**src/rtl/t1_alarm_detector.sv**
```systemverilog
module t1_alarm_detector #(
  parameter int FRAME_BITS  = 193,
  parameter int WIN_FRAMES  = 2,
  parameter int LOS_ZEROS   = 128,
  parameter int LOS_ONES    = 48,
  parameter int BLUE_FRAMES = 2,
  parameter int DL_LEN      = 16
) (
  input  logic clk,
  input  logic rst_n,
  input  logic bit_vld,
  input  logic rx_bit,
  input  logic frame_start,
  input  logic slot_b2,
  input  logic dl_vld,
  input  logic oof,
  input  logic esf_mode,
  input  logic rail_p_in,
  input  logic rail_n_in,
  output logic los,
  output logic blue_alm,
  output logic yellow_alm,
  output logic esf_yellow,
  output logic rail_p_out,
  output logic rail_n_out
);
  localparam int WIN_BITS = FRAME_BITS * WIN_FRAMES;
  localparam int WW = $clog2(WIN_BITS + 1);
  localparam int ZW = $clog2(LOS_ZEROS + 1);
  localparam int BW = $clog2(BLUE_FRAMES + 1);
  localparam int DW = $clog2(DL_LEN + 1);
  localparam logic [DL_LEN-1:0] DL_PAT = {{(DL_LEN/2){1'b1}}, {(DL_LEN - DL_LEN/2){1'b0}}};

  logic [WW-1:0] wpos, ones_cnt;
  logic [ZW-1:0] zrun;
  logic [BW-1:0] ones_run, ones_run_n;
  logic          seen_fs, fz, iz, half, b2one;
  logic [DL_LEN-1:0] dl_sh, dl_next;
  logic [DW-1:0] dl_miss;

  wire fs_hit  = bit_vld && frame_start;
  wire dl_hit  = bit_vld && dl_vld && esf_mode;
  wire win_end = (wpos == WW'(WIN_BITS - 1));
  wire [WW-1:0] ones_tot = ones_cnt + WW'(rx_bit);

  assign dl_next    = {dl_sh[DL_LEN-2:0], rx_bit};
  assign ones_run_n = fz ? '0 : (ones_run == BW'(BLUE_FRAMES) ? ones_run : ones_run + 1'b1);
  assign rail_p_out = rail_p_in | los;
  assign rail_n_out = rail_n_in | los;

  always_ff @(posedge clk) begin
    if (!rst_n) begin
      wpos <= '0; ones_cnt <= '0; zrun <= '0; los <= 1'b0;
    end else if (bit_vld) begin
      zrun <= rx_bit ? '0 : (zrun == ZW'(LOS_ZEROS) ? zrun : zrun + 1'b1);
      if (win_end) begin
        wpos <= '0;
        ones_cnt <= '0;
      end else begin
        wpos <= wpos + 1'b1;
        ones_cnt <= ones_tot;
      end
      if (!rx_bit && zrun == ZW'(LOS_ZEROS - 1))
        los <= 1'b1;
      else if (win_end && ones_tot >= WW'(LOS_ONES))
        los <= 1'b0;
    end
  end

  always_ff @(posedge clk) begin
    if (!rst_n) begin
      seen_fs <= 1'b0; fz <= 1'b0; iz <= 1'b0; half <= 1'b0; b2one <= 1'b0;
      ones_run <= '0; blue_alm <= 1'b0; yellow_alm <= 1'b0;
    end else if (fs_hit) begin
      seen_fs <= 1'b1;
      fz      <= !rx_bit;
      b2one   <= 1'b0;
      if (seen_fs) begin
        ones_run   <= ones_run_n;
        yellow_alm <= !b2one;
        half       <= !half;
        iz         <= half ? 1'b0 : (iz | fz);
        if (ones_run_n == BW'(BLUE_FRAMES) && oof)
          blue_alm <= 1'b1;
        else if (half && (iz || fz))
          blue_alm <= 1'b0;
      end
    end else if (bit_vld) begin
      if (!rx_bit) fz <= 1'b1;
      if (slot_b2 && rx_bit) b2one <= 1'b1;
    end
  end

  always_ff @(posedge clk) begin
    if (!rst_n || !esf_mode) begin
      dl_sh <= '0; dl_miss <= '0; esf_yellow <= 1'b0;
    end else if (dl_hit) begin
      dl_sh <= dl_next;
      if (dl_next == DL_PAT) begin
        esf_yellow <= 1'b1;
        dl_miss <= '0;
      end else if (dl_miss == DW'(DL_LEN - 1)) begin
        esf_yellow <= 1'b0;
        dl_miss <= '0;
      end else begin
        dl_miss <= dl_miss + 1'b1;
      end
    end
  end
endmodule


```
**config.mk**
```make
export PLATFORM = sky130hd
export DESIGN_NAME = t1_alarm_detector
export DESIGN_NICKNAME = d
export VERILOG_FILES = /design/src/rtl/t1_alarm_detector.sv
export SDC_FILE = /design/constraint.sdc
export NUM_CORES = 1
export LEC_CHECK = 0
export ABC_AREA = 1
export CORE_MARGIN = 2
export CORE_UTILIZATION = 50
export DETAILED_ROUTE_END_ITERATION = 8
export PLACE_DENSITY_LB_ADDON = 0.15
export SLEW_MARGIN = 20
export SYNTH_ARGS = -nofsm -noshare
export SYNTH_HDL_FRONTEND = slang
export SYNTH_SLANG_ARGS = --single-unit
```
**constraint.sdc**
```tcl
create_clock -name clk -period 2.1 [get_ports clk]
set_clock_uncertainty 0.05 [all_clocks]
set_input_delay 0.315 -clock clk [delete_from_list [all_inputs] [get_ports clk]]
set_output_delay 0.315 -clock clk [all_outputs]
set_load 0.05 [all_outputs]
```
==> flow_summary.toml <==
[worst_setup_path]
critPathLaunchType = "flop"
r2r-end = "los"
cp_slowest_cell = "clkdlybuf4s50_1"
path_class = "reg -> out"
r2r_cells = 10
arrival_ps = 1520
cp.buffers_inverters = 1
timing.rr.start = "ones_cnt[0]"
crit_start = "los"
critical-path-max-stage-delay_ps = 820
crit_path_end = "los"
crit_family = "buffers and inverters"
cp-end-kind = "output port"
path_max_fanout = 4
crit_cells = 1
r2r_slack_ps = 490
crit_chain = "clkdlybuf4s50_1"
cp_data_required_time_ps = 1740

[synth]
synthAdderAreaFrac = 0.03772
synth_flop_cell = "dfxtp_1"
synth_compound_area_frac = 0.1622
synthMuxAreaShare = 0
syn_area_per_cell_um2 = 7.518
yosys.area_share.xor_xnor = 0.01650
synth_async_sr_flop_share = 0
netlist_instances = 353
syn-num-nets = 372
syn_area_um2 = 2654
seq_area_frac_synth = 0.4300
yosys_warnings = 0
yosys_register_bits = 57
synth_simple_gate_area_frac = 0.2720
synth_cell_types = 41
synth_top_family_by_area = "simple AND/OR/NAND/NOR gates"
synth_edf_count = 0

[die]
die_x_um = 76.86
core_area_um2 = 5107
die_y_um = 76.86
initial_core_util = 0.5196
rows = 26
ios = 17
dieArea_um2 = 5907

[final_layout]
drive_gt1_frac = 0.1399
syn_to_final_growth_pct = 17.40
nets = 400
fillers = 492
utilization = 0.6100
antenna_cells = 0
final_cells = 456
layout_common_cells = "72 x nand2_1, 57 x dfxtp_1, 47 x a21oi_1"
final_common_cell = "nand2_1"

[power]
p_per_area_nw_per_um2 = 726.6
p_leak_nw = 1.138
peakVddDrop_mv = 0.4192

[placed_design]
post-place-cells = 440
pre_cts_slack_ps = 8.384
portBuffers = 16
gp_congestion = 0.7887
hpwl_um = 3732

[timing]
finalSetupViolCount = 0
setup_tns_ps = 0
fin_ws_ps = 212.0
whs_ps = 394.7
hold_violations = 0
period_share = 0.8991
max_freq_mhz = 529.7
fin_crit_ps = 1888
finalMaxSlewViolations = 0
worstMarginPinSlew_ps = 492.7
rsz0062_at_grt = "no"
relSlewSlack = 0.6705

[clock_tree]
cts_tree = "built"
insertion_delay_ps = 340
clock_path_buffers = 2
htreeDepth = 3
post_cts_buffers = 0
post_cts_resized = 0
cts-hold-fix-buffers = 0
numCtsBuffers = 9
cts-root-buf = "clkbuf_8"
clk_pin_slew_ps = 60
cts_sinks = 57

[min_path]
hold_class = "reg -> reg"
worstHoldStart = "b2one"

[run_status]
status = "complete, no violations"

[route]
vias = 2271
via_per_inst = 4.980
drtPass1Iterations = 4
ant_nets = 0
wl_um = 5188
wl_met1_um = 2677
wire_per_inst_um = 11.38
route.top_layer_used = "met4"
wl_met3_um = 159
drt-initial-drc-count = 85
wl_met2_um = 2258
drc = 0

[grt]
antenna_found_initial = 0
grt_max_degree = 20
overflow = 0
grt_pass1_vias = 2201
grt_pass1_wl_um = 9404
grt_use_total = 0.1987

[run]
cap_violations = 0
[cell usage after synthesis (2+ instances only)]
library cell / count / share of area
o21bai_1: 2 / 0.0057
or2_2: 2 / 0.0047
buf_2: 2 / 0.0038
nand4_1: 9 / 0.021
nor2_4: 2 / 0.0085
inv_2: 6 / 0.0085
inv_1: 40 / 0.057
clkbuf_1: 3 / 0.0042
nor2_1: 17 / 0.024
nor2_2: 5 / 0.012
xor2_1: 4 / 0.013
nand2_1: 72 / 0.10
nand3_1: 25 / 0.047
ha_1: 8 / 0.038
o21ai_0: 16 / 0.030
o21ai_1: 5 / 0.0094
nor3_1: 5 / 0.0094
dfxtp_1: 57 / 0.43
nand2_2: 5 / 0.012
a21oi_1: 47 / 0.089
[routing by layer]
layer / vias up / track usage
li1: 1218 / -
met1: 1010 / 0.2498
met2: 36 / 0.3167
met3: 7 / 0.04706
met4: 0 / 0.1036
met5: - / 0
[report_power, final]
| part | switching (mW) | internal [mW] | total, mW |
|---|---|---|---|
| Combinational | 0.0926 | 0.0574 | 0.150 |
| Clock | 0.433 | 0.571 | 1.00 |
| Sequential | 0.0113 | 1.10 | 1.11 |
[state kept, by name (all words and copies together) (netlist names)]
register    count
fz              1
iz              1
seen_fs         1
esf_yellow      1
los             1
zrun            8
half            1
ones_run        2
b2one           1
yellow_alm      1
ones_cnt        9
blue_alm        1
wpos            9
dl_sh          15
dl_miss         5
[worst reg2reg max path, stage by stage (launching register included)]
cell and delay (ps):
dfxtp_1 330, ha_1 160, ha_1 220, nand2_2 100
nor2_2 120, nand3_1 100, nand2_1 80, nand2_1 50
o21bai_1 160, nand2_1 80, a21oi_2 100
[metrics by stage]
stage / power, mW / instance area, µm²
after floorplan: 1.227 / 2654
after global placement: 1.280 / 2920
after detailed placement: 1.284 / 2920
after CTS: 2.290 / 3115
after global routing: 2.350 / 3115
final: 2.264 / 3115
[cell type report]
cell class	count	area (µm²)	area share
clock buffers	10	137.6	0.04418
clock inverters	6	57.56	0.01847
inverters	46	172.7	0.05542
multi-input cells	242	1296	0.4161
flip-flops and latches	57	1141	0.3663
well taps	70	87.58	0.02811
repair buffers	25	222.7	0.07149
[kinds of logic after synthesis]
kind of cell               count (synthesis)
AOI/OAI and AO/OA                         78
xor gates and xnor gates                   5
adders and majority gates                  8
buffers and inverters                     54
DFF                                       57
and+or+nand+nor                          151
[how the worst min path moves through the flow]
stage / to / slack, ps / cells past startpoint
finish: yellow_alm / 390 / 1
global route: yellow_alm / 420 / 1
CTS: yellow_alm / 400 / 1
detailed placement: yellow_alm / 370 / 1
global placement: yellow_alm / 380 / 1
floorplan: yellow_alm / 360 / 1
Power figures use the tool's default switching activity.
